[config.mk]
export PLATFORM = sky130hd
export DESIGN_NAME = lockin_demod
export DESIGN_NICKNAME = d
export VERILOG_FILES = /design/src/rtl/lockin_pkg.sv /design/src/rtl/lockin_qwave.sv /design/src/rtl/lockin_nco.sv /design/src/rtl/lockin_mixer.sv /design/src/rtl/lockin_lpf.sv /design/src/rtl/lockin_demod.sv
export SDC_FILE = /design/constraint.sdc
export NUM_CORES = 2
export LEC_CHECK = 0
export BUFFER_PORTS_ARGS = -buffer_cell sky130_fd_sc_hd__buf_2
export CELL_PAD_IN_SITES_DETAIL_PLACEMENT = 1
export CELL_PAD_IN_SITES_GLOBAL_PLACEMENT = 1
export CORE_ASPECT_RATIO = 0.75
export CORE_MARGIN = 4
export CORE_UTILIZATION = 30
export DETAILED_ROUTE_END_ITERATION = 12
export PLACE_DENSITY = 0.55
export SLEW_MARGIN = 20
export SYNTH_ARGS = -nofsm -noshare
export SYNTH_HDL_FRONTEND = slang
export SYNTH_HIERARCHICAL = 1
export SYNTH_SLANG_ARGS = --single-unit
[constraint.sdc]
create_clock -name clk -period 5.65 [get_ports clk]
set_input_delay 0.565 -clock clk [delete_from_list [all_inputs] [get_ports clk]]
set_output_delay 0.565 -clock clk [all_outputs]
set_load 0.02 [all_outputs]
[src/rtl/lockin_pkg.sv]
package lockin_pkg;

    localparam int PHASE_W_DEF = 32;
    localparam int LUT_W_DEF   = 10;
    localparam int ADC_W_DEF   = 12;
    localparam int NCO_W_DEF   = 12;
    localparam int FILT_K_DEF  = 6;

    localparam real HALF_PI = 1.5707963267948966;

    // Quadrant of the oscillator phase, taken from its two top bits.
    typedef enum logic [1:0] {
        QD_RISE  = 2'd0,
        QD_FALL  = 2'd1,
        QD_DIP   = 2'd2,
        QD_CLIMB = 2'd3
    } quadrant_e;

    // Largest positive code of a signed word of w bits.
    function automatic int peak_code(input int w);
        return (1 << (w - 1)) - 1;
    endfunction

    // Sine by odd power series; argument stays within [0, pi/2].
    function automatic real series_sin(input real x);
        real term;
        real sum;
        term = x;
        sum  = x;
        for (int k = 1; k <= 9; k++) begin
            term = -term * x * x / real'((2 * k) * (2 * k + 1));
            sum  = sum + term;
        end
        return sum;
    endfunction

    // Entry idx of a first-quadrant table, centred half a step into its bin.
    function automatic int qw_sample(input int idx, input int idx_w, input int peak);
        real ang;
        ang = HALF_PI * (real'(idx) + 0.5) / real'(1 << idx_w);
        return $rtoi(real'(peak) * series_sin(ang) + 0.5);
    endfunction

endpackage

[src/rtl/lockin_qwave.sv]
module lockin_qwave #(
    parameter int LUT_W = 10,
    parameter int NCO_W = 12
) (
    input  logic [LUT_W-1:0]        phase,
    output logic signed [NCO_W-1:0] sample
);
    import lockin_pkg::*;

    localparam int IDX_W = LUT_W - 2;
    localparam int QTR   = 1 << IDX_W;
    localparam int PEAK  = peak_code(NCO_W);

    logic signed [NCO_W-1:0] rom [QTR];

    for (genvar i = 0; i < QTR; i++) begin : g_rom
        localparam int V = qw_sample(i, IDX_W, PEAK);
        assign rom[i] = NCO_W'(V);
    end

    quadrant_e               quad;
    logic [IDX_W-1:0]        idx;
    logic [IDX_W-1:0]        addr;
    logic signed [NCO_W-1:0] mag;

    always_comb begin
        quad = quadrant_e'(phase[LUT_W-1 -: 2]);
        idx  = phase[IDX_W-1:0];
        case (quad)
            QD_FALL, QD_CLIMB: addr = ~idx;
            default:           addr = idx;
        endcase
        mag = rom[addr];
        if (quad == QD_DIP || quad == QD_CLIMB) begin
            sample = -mag;
        end else begin
            sample = mag;
        end
    end

endmodule

[src/rtl/lockin_nco.sv]
module lockin_nco #(
    parameter int PHASE_W = 32,
    parameter int LUT_W   = 10,
    parameter int NCO_W   = 12
) (
    input  logic                    clk,
    input  logic                    rst,
    input  logic                    advance,
    input  logic [PHASE_W-1:0]      ftw,
    output logic signed [NCO_W-1:0] sin_o,
    output logic signed [NCO_W-1:0] cos_o
);
    localparam int QTR  = 1 << (LUT_W - 2);
    localparam int TAPS = 2;

    logic [PHASE_W-1:0]      acc;
    logic [LUT_W-1:0]        ph_base;
    logic signed [NCO_W-1:0] wave [TAPS];

    always_ff @(posedge clk) begin
        if (rst) begin
            acc <= '0;
        end else if (advance) begin
            acc <= acc + ftw;
        end
    end

    assign ph_base = acc[PHASE_W-1 -: LUT_W];

    // Tap 0 reads the sine, tap 1 the same table a quarter turn ahead.
    for (genvar g = 0; g < TAPS; g++) begin : g_tap
        logic [LUT_W-1:0] ph;
        assign ph = ph_base + LUT_W'(g * QTR);
        lockin_qwave #(
            .LUT_W(LUT_W),
            .NCO_W(NCO_W)
        ) u_qw (
            .phase (ph),
            .sample(wave[g])
        );
    end

    assign sin_o = wave[0];
    assign cos_o = wave[1];

endmodule

[src/rtl/lockin_mixer.sv]
module lockin_mixer #(
    parameter int ADC_W = 12,
    parameter int NCO_W = 12
) (
    input  logic                          clk,
    input  logic                          rst,
    input  logic                          in_valid,
    input  logic signed [ADC_W-1:0]       x_in,
    input  logic signed [NCO_W-1:0]       sin_in,
    input  logic signed [NCO_W-1:0]       cos_in,
    output logic [NCO_W-1:0]              dac_code,
    output logic                          prod_valid,
    output logic signed [ADC_W+NCO_W-1:0] prod_i,
    output logic signed [ADC_W+NCO_W-1:0] prod_q
);
    localparam int PROD_W = ADC_W + NCO_W;
    localparam logic [NCO_W-1:0] MIDSCALE = {1'b1, {(NCO_W-1){1'b0}}};

    logic                    s1_valid;
    logic signed [ADC_W-1:0] s1_x;
    logic signed [NCO_W-1:0] s1_sin;
    logic signed [NCO_W-1:0] s1_cos;
    logic signed [PROD_W-1:0] mul_i;
    logic signed [PROD_W-1:0] mul_s;

    // Stage 1: capture sample and reference pair, update excitation code.
    always_ff @(posedge clk) begin
        if (rst) begin
            s1_valid <= 1'b0;
            s1_x     <= '0;
            s1_sin   <= '0;
            s1_cos   <= '0;
            dac_code <= MIDSCALE;
        end else begin
            s1_valid <= in_valid;
            if (in_valid) begin
                s1_x     <= x_in;
                s1_sin   <= sin_in;
                s1_cos   <= cos_in;
                dac_code <= {~sin_in[NCO_W-1], sin_in[NCO_W-2:0]};
            end
        end
    end

    always_comb begin
        mul_i = PROD_W'(s1_x) * PROD_W'(s1_cos);
        mul_s = PROD_W'(s1_x) * PROD_W'(s1_sin);
    end

    // Stage 2: full-precision products, quadrature arm negated.
    always_ff @(posedge clk) begin
        if (rst) begin
            prod_valid <= 1'b0;
            prod_i     <= '0;
            prod_q     <= '0;
        end else begin
            prod_valid <= s1_valid;
            if (s1_valid) begin
                prod_i <= mul_i;
                prod_q <= -mul_s;
            end
        end
    end

endmodule

[src/rtl/lockin_lpf.sv]
module lockin_lpf #(
    parameter int IN_W = 24,
    parameter int K    = 6
) (
    input  logic                   clk,
    input  logic                   rst,
    input  logic                   en,
    input  logic signed [IN_W-1:0] x,
    output logic signed [IN_W-1:0] y
);
    localparam int ST_W = IN_W + K + 1;

    logic signed [ST_W-1:0] st;
    logic signed [ST_W-1:0] x_ext;
    logic signed [ST_W-1:0] leak;

    always_comb begin
        x_ext = {{(K + 1){x[IN_W-1]}}, x};
        leak  = st >>> K;
    end

    // State holds y scaled by 2^K: st += x - (st >> K).
    always_ff @(posedge clk) begin
        if (rst) begin
            st <= '0;
        end else if (en) begin
            st <= st + x_ext - leak;
        end
    end

    assign y = st[K +: IN_W];

endmodule

[src/rtl/lockin_demod.sv]
module lockin_demod #(
    parameter int PHASE_W = lockin_pkg::PHASE_W_DEF,
    parameter int LUT_W   = lockin_pkg::LUT_W_DEF,
    parameter int ADC_W   = lockin_pkg::ADC_W_DEF,
    parameter int NCO_W   = lockin_pkg::NCO_W_DEF,
    parameter int FILT_K  = lockin_pkg::FILT_K_DEF
) (
    input  logic                          clk,
    input  logic                          rst,
    input  logic [PHASE_W-1:0]            ftw,
    input  logic                          adc_valid,
    input  logic signed [ADC_W-1:0]       adc_data,
    output logic [NCO_W-1:0]              dac_code,
    output logic                          iq_valid,
    output logic signed [ADC_W+NCO_W-1:0] i_out,
    output logic signed [ADC_W+NCO_W-1:0] q_out
);
    localparam int PROD_W = ADC_W + NCO_W;
    localparam int ARMS   = 2;

    logic signed [NCO_W-1:0]  nco_sin;
    logic signed [NCO_W-1:0]  nco_cos;
    logic                     prod_valid;
    logic signed [PROD_W-1:0] prod [ARMS];
    logic signed [PROD_W-1:0] filt [ARMS];
    logic                     out_valid_q;

    lockin_nco #(
        .PHASE_W(PHASE_W),
        .LUT_W  (LUT_W),
        .NCO_W  (NCO_W)
    ) u_nco (
        .clk    (clk),
        .rst    (rst),
        .advance(adc_valid),
        .ftw    (ftw),
        .sin_o  (nco_sin),
        .cos_o  (nco_cos)
    );

    lockin_mixer #(
        .ADC_W(ADC_W),
        .NCO_W(NCO_W)
    ) u_mix (
        .clk       (clk),
        .rst       (rst),
        .in_valid  (adc_valid),
        .x_in      (adc_data),
        .sin_in    (nco_sin),
        .cos_in    (nco_cos),
        .dac_code  (dac_code),
        .prod_valid(prod_valid),
        .prod_i    (prod[0]),
        .prod_q    (prod[1])
    );

    for (genvar a = 0; a < ARMS; a++) begin : g_arm
        lockin_lpf #(
            .IN_W(PROD_W),
            .K   (FILT_K)
        ) u_lpf (
            .clk(clk),
            .rst(rst),
            .en (prod_valid),
            .x  (prod[a]),
            .y  (filt[a])
        );
    end

    always_ff @(posedge clk) begin
        if (rst) begin
            out_valid_q <= 1'b0;
        end else begin
            out_valid_q <= prod_valid;
        end
    end

    assign iq_valid = out_valid_q;
    assign i_out    = filt[0];
    assign q_out    = filt[1];

endmodule

# Yosys cells after proc, flatten, opt, wreduce, memory -nomap -nowiden

Memory sizes are Yosys's and may differ from the RTL's.
Cells that the tools add are included.

Input bits: 47
Bits in writable memories: 0
Bits in read-only memories: 6144
Latch bits: 0
Register bits after elaboration: 193
Output and inout port bits: 61
Memories: 2

Memories:

| name             | words | width | rd ports | clocked after memory_dff | write ports | line               | RTL |
|---|---|---|---|---|---|---|---|
| (name not given) | 256   | 12    | 1        | 0                        | 0           | lockin_qwave.sv:33 | `mag = rom[addr];` |
| (name not given) | 256   | 12    | 1        | 0                        | 0           | lockin_qwave.sv:33 |  |

Bitwise operators: 5
Multiply operators: 2
$lt $le $gt $ge: 2
Shifts and indexed selects: 0
Divide/modulo/power cells: 0
Multiplexer cells: 8
Reductions and logical operators: 4
Eq/ne operators: 6
Add/subtract/negate cells: 9

Operator list:

| operator                                                              | number |
|---|---|
| 12-bit two-way mux                                                    | 6 |
| 31-bit by 24-bit adder with 31-bit output                             | 2 |
| 31-bit by 25-bit subtractor with 31-bit output                        | 2 |
| 12-bit by 12-bit multiplier with 24-bit output                        | 2 |
| 32-bit adder                                                          | 1 |
| 12-bit negation                                                       | 2 |
| 24-bit negation                                                       | 1 |
| 9-bit greater-or-equal comparator, second input constant              | 2 |
| 8-bit inverter with 9-bit output                                      | 2 |
| 8-bit two-way mux                                                     | 2 |
| 8-bit inverter                                                        | 2 |
| 10-bit by 9-bit adder with 10-bit output, second input constant       | 1 |
| 2-bit equality test, second input constant                            | 4 |
| 2-bit by 1-bit equality test with 1-bit output, second input constant | 2 |
| 2-bit OR reduction                                                    | 2 |
| 1-bit logical OR                                                      | 2 |
| 1-bit inverter                                                        | 1 |

# Depth between registers and ports, before layout

Depth in word-level cells: 10
Depth in mapped cells: 23
Depth with buffers taken out: 21

# Modules after synthesis

The synthesis kept the hierarchy.

Modules (own cells, without submodules):

| module                             | seq. area each (um2) | instances | area an instance (um2) | cells each |
|---|---|---|---|---|
| lockin_mixer                       | 1741.7               | 1         | 14264.9                | 1565 |
| lockin_lpf                         | 620.6                | 2         | 4127.7                 | 545 |
| lockin_qwave (u_nco.g_tap[0].u_qw) | 0.0                  | 1         | 5680.4                 | 882 |
| lockin_qwave (u_nco.g_tap[1].u_qw) | 0.0                  | 1         | 5416.4                 | 874 |
| lockin_nco                         | 640.6                | 1         | 2899.0                 | 351 |
| lockin_demod                       | 20.0                 | 1         | 33.8                   | 2 |

# Worst setup path before layout

No wires, ideal clock.

Kind: reg2reg
Start: register u_mix.s1_x[11]
End: register u_mix.prod_i[23]
Slack: 133 ps
Cell stages (with the launch flop): 22
Library setup time: 86 ps
Required time: 5564 ps
Arrival: 5431 ps
Path through: dfxtp_1 -> clkbuf_1 -> clkbuf_1 -> nand2_1 -> fa_1 -> inv_1 -> ha_1 -> inv_1 -> fa_1 -> inv_1 -> fa_1 -> inv_1 -> fa_1 -> inv_1 -> ha_1 -> and2_1 -> a221o_1 -> a211o_1 -> a211oi_2 -> o31ai_1 -> xnor2_1 -> a211oi_1

Cells in the longest elaborated chain, start to end: 1

Ends and longest elaborated chain:

| item                                           | line               | RTL |
|---|---|---|
| start: declaration                             | lockin_mixer.sv:20 | `logic signed [ADC_W-1:0] s1_x;` |
| start signal: assignment                       | lockin_mixer.sv:37 | `s1_x <= x_in;` |
| 12-bit by 12-bit multiplier with 24-bit output | lockin_mixer.sv:46 | `mul_i = PROD_W'(s1_x) * PROD_W'(s1_cos);` |
| end signal: assignment                         | lockin_mixer.sv:59 | `prod_i <= mul_i;` |
| end: declaration                               | lockin_mixer.sv:13 | `output logic signed [ADC_W+NCO_W-1:0] prod_i,` |

Every way passes these cells.
A chain may end at the register's enable or synchronous reset.

# Worst setup path after layout

Start: register u_mix.s1_x[7]
End: register u_mix.prod_q[19]

Cells in the longest elaborated chain, start to end: 2

Ends and longest elaborated chain:

| item                                           | line               | RTL |
|---|---|---|
| 12-bit by 12-bit multiplier with 24-bit output | lockin_mixer.sv:47 | `mul_s = PROD_W'(s1_x) * PROD_W'(s1_sin);` |
| 24-bit negation                                | lockin_mixer.sv:60 | `prod_q <= -mul_s;` |
| end signal: assignment                         | lockin_mixer.sv:60 |  |
| end: declaration                               | lockin_mixer.sv:14 | `output logic signed [ADC_W+NCO_W-1:0] prod_q` |

Every way passes these cells.

==> parameters.txt <==
Parameter                              Value

Status
  Outcome    finished, final reports clean

Floorplan
  Die width    just over 400 um
  Std cell rows    110
  Starting Density    between 30% and 40%
  Die H    310 um
  Die Area    128000 sq um
  Core Region    120000 sq um
  Total I/O pin count    108

Worst setup path
  Largest stage delay on the critical path    0.57 ns
  CP arrival    5.86 ns
  WS Path Type    reg -> reg
  Worst path most repeated cell    sky130_fd_sc_hd__fa_1
  Startpoint type of the worst setup path    flip-flop
  Cell-by-cell listing of the critical path    nand2_1 > fa_1 > inv_1 > fa_1 > inv_1 > fa_1 > fa_1 > fa_1 > ha_1 > ha_1 > a2111o_1 > o211ai_1 > a21boi_2 > o21ai_1 > nor3b_1 > o31ai_1
  Library cell contributing the largest single delay on the critical path    sky130_fd_sc_hd__fa_1
  Highest net fanout along the worst path    8
  Required time of the critical path    between 6 and 7 ns
  Endpoint kind of the worst setup timing path    flip-flop

Clock tree
  CTS tree    done
  Maximum root-to-sink buffer count    2
  Clock slew at the register clock pins of the worst setup and hold paths    approximately 0.070 ns
  TritonCTS Buffers    17
  H-tree levels    4
  Cell at the root of the clock tree    sky130_fd_sc_hd__clkbuf_16
  Source-to-sink clock delay at the later pin of the worst-skew pair    0.52 ns
  Clock Sinks    ~180

GRT
  Pin count of the biggest net entering global routing    approximately 120
  Via count of the first global-routing pass    35400
  Global-route usage over all layers    23.7%
  Antenna violations before repair    4
  Total congestion overflow after global routing    0
  First-pass GRT wire length    232000 um

Logic synthesis
  Area share of the leading cell type in the synthesized netlist    between 10% and 20%
  Yosys reg bits    182
  Async set or reset register ratio after synthesis    0%
  Post-Synthesis Net Count    5382
  Post-synth top cells    sky130_fd_sc_hd__inv_1, sky130_fd_sc_hd__nand2_1, sky130_fd_sc_hd__fa_1
  Synthesized area per cell    between 7 and 8 sq um
  Top post-synthesis cells by area    sky130_fd_sc_hd__fa_1, sky130_fd_sc_hd__dfxtp_1, sky130_fd_sc_hd__ha_1
  Number of warnings printed during yosys synthesis    6
  Dominant cell type by area after synthesis    sky130_fd_sc_hd__fa_1
  Dominant cell by count in the synthesized netlist    sky130_fd_sc_hd__inv_1
  Synthesized cell area    ~37000 sq um
  Post-synthesis instance total    4764
  EDFF count, synth    0
  Cell variety after synth    137
  Most frequently used flop master after synthesis    sky130_fd_sc_hd__dfxtp_1
  Part of the Yosys area used for sequential elements    9.97%

Detailed routing
  Wirelength per Cell    ~24 um
  Pre-Repair DR Iteration Count    6
  Routed Antenna Nets    0
  Vias per cell    5.62
  Total length of routed wires    roughly 150000 um
  DRC errors left    0
  Detailed-route via count    about 36000
  Detailed router's first-iteration violation count    3567

Place
  Detailed placement HPWL    120000 um
  Setup WS pre-CTS    0.0246 ns
  RePlAce Congestion    1.00
  Placed insts    6287
  Count of input and output buffers    107
  Placed standard-cell area    ~38000 sq um

Final layout
  Final cell area excluding filler cells    39100 sq um
  Total Nets Final    approximately 5300
  Non-filler instance count after layout    6321
  Area overhead of the layout relative to synthesis    6.90%
  Layout Utilization    between 30% and 40%
  Fraction of final layout cells sized beyond drive strength 1    10.6%

STA
  Final setup viols    0
  Remaining max-slew budget at the tightest pin    26.2%
  Slew @ Worst Pin    approximately 1.1 ns
  Time the final worst path needs with I/O delays and setup    5.49 ns
  Share of the clock period used by the worst path    97.2%
  Maximum achievable frequency    182 MHz
  Worst clock skew    0.0249 ns
  Hold Fails Final Rpt    0
  Fin. max-slew vios    0
  Final setup slack of the worst path    0.159 ns

Pwr
  Maximum resistive drop on vdd    0.288 mV
  Static leakage power    16.5 nW
  Total design power    ~23 mW
  Ratio of total power to cell area    about 590 nW/um^2

Run
  Maximum capacitance violations    0

Min path
  Type of the worst min-delay path    in -> reg
==> per-stage QoR <==
step / TNS (ns) / hold slack (ns)
finish: 0 / 0.327
global route: -0.00592 / 0.316
CTS: 0 / 0.289
detailed placement: 0 / 0.452
global placement: 0 / 0.442
floorplan: 0 / 0.425
==> power by group <==
| group | internal [mW] | total (mW) | switching, mW | leakage [nW] |
|---|---|---|---|---|
| clock | 0.636 | 1.26 | 0.625 | 0.282 |
| combinational | 7.47 | 19.6 | 12.1 | 14.7 |
| sequential | 1.64 | 2.31 | 0.668 | 1.50 |
==> placed cells by master, fill, tap and decap left out, types with 24 or more instances in the layout <==
master / Yosys / final
sky130_fd_sc_hd__mux2i_1: 100 / 100
sky130_fd_sc_hd__nor2_1: 328 / 328
sky130_fd_sc_hd__nor2b_1: 72 / 72
sky130_fd_sc_hd__or3_1: 26 / 26
sky130_fd_sc_hd__and3_1: 28 / 28
sky130_fd_sc_hd__dfxtp_1: 182 / 162
sky130_fd_sc_hd__nand3_1: 94 / 94
sky130_fd_sc_hd__xnor2_1: 99 / 97
sky130_fd_sc_hd__nand4_1: 25 / 25
sky130_fd_sc_hd__o211ai_1: 56 / 56
sky130_fd_sc_hd__nand2_1: 403 / 403
sky130_fd_sc_hd__o31ai_1: 37 / 37
sky130_fd_sc_hd__a21oi_1: 328 / 327
sky130_fd_sc_hd__buf_2: 99 / 105
sky130_fd_sc_hd__nor3_1: 47 / 47
sky130_fd_sc_hd__o21ai_0: 245 / 245
sky130_fd_sc_hd__o22ai_1: 80 / 80
sky130_fd_sc_hd__o221ai_1: 33 / 33
sky130_fd_sc_hd__nand2b_1: 77 / 77
sky130_fd_sc_hd__a21o_1: 74 / 74
sky130_fd_sc_hd__buf_4: 102 / 187
sky130_fd_sc_hd__a221oi_1: 24 / 24
sky130_fd_sc_hd__o21a_1: 28 / 28
sky130_fd_sc_hd__and2_1: 136 / 136
sky130_fd_sc_hd__a31oi_1: 53 / 52
sky130_fd_sc_hd__o21ai_1: 44 / 44
sky130_fd_sc_hd__inv_1: 574 / 573
sky130_fd_sc_hd__fa_1: 331 / 329
sky130_fd_sc_hd__a211oi_1: 68 / 68
sky130_fd_sc_hd__ha_1: 240 / 238
sky130_fd_sc_hd__xor2_1: 50 / 50
sky130_fd_sc_hd__a211o_1: 27 / 27
==> per-layer routing <==
layer  share of wire, %  global-route usage, %  vias to the layer above
li1                   -                      -                    16200
met1                 48                   34.7                    17700
met2                 40                   34.0                     1371
met3                9.3                   6.85                      215
met4                2.5                   6.06                        4
met5              0.017                      0                        -
==> cells by family after synthesis <==
family          after synthesis  synth area share, %
mux                         106                 2.92
simple gates               1383                 18.9
fa+ha+maj                   571                 26.3
xor+xnor                    154                 3.82
flops                       182                 9.97
compound gates             1382                 25.7
buf+inv                     986                 12.4
==> worst paths after layout <==
kind	from	slack, ns	depth (start not counted)	to
worst max register to register	u_mix/s1_x[7]	0.16	16	u_mix/prod_q[19]
worst min register to register	u_mix/prod_i[20]	0.46	2	u_mix/prod_i[20]
worst max-delay path	u_mix/s1_x[7]	0.16	16	u_mix/prod_q[19]
worst min-delay path	adc_data[9]	0.33	3	u_mix/s1_x[9]
==> flip-flops by register name, indices dropped and copies added (netlist names) <==
register / cells
u_mix/s1_valid: 1
u_mix/s1_cos: 12
u_mix/s1_sin: 1
g_arm.u_lpf/st: 62
iq_valid: 1
u_mix/prod_q: 24
u_mix/dac_code: 12
u_mix/prod_i: 24
u_nco/acc: 32
u_mix/s1_x: 12
u_mix/prod_valid: 1
==> layout make-up <==
class                           instances  area, sq um
Antenna cell                            1         2.50
Clock buffer                           20          457
Clock inverter                         11          119
Fill cell                           14700        81400
Inverter                              583         2190
Multi-Input combinational cell       3596        28400
Sequential cell                       182         3690
Tap cell                             1624         2030
Timing Repair Buffer                  304         2150
==> worst max-delay path: cells and delay by family, from the launching register on <==
family	cells	cell delay [ns]
AOI/OAI and AO/OA	5	1.28
adders and majority gates	7	3.10
buffers and inverters	2	0.13
DFF	1	0.46
and+or+nand+nor	2	0.39
==> timing repair <==
| action | in CTS | in global routing |
|---|---|---|
| hold buffers | 0 | 0 |
| gates resized for setup | 0 | 21 |
| buffers inserted | 0 | 2 |
| setup endpoints to repair | 0 | 12 |
(Power assumes the default switching activity.)
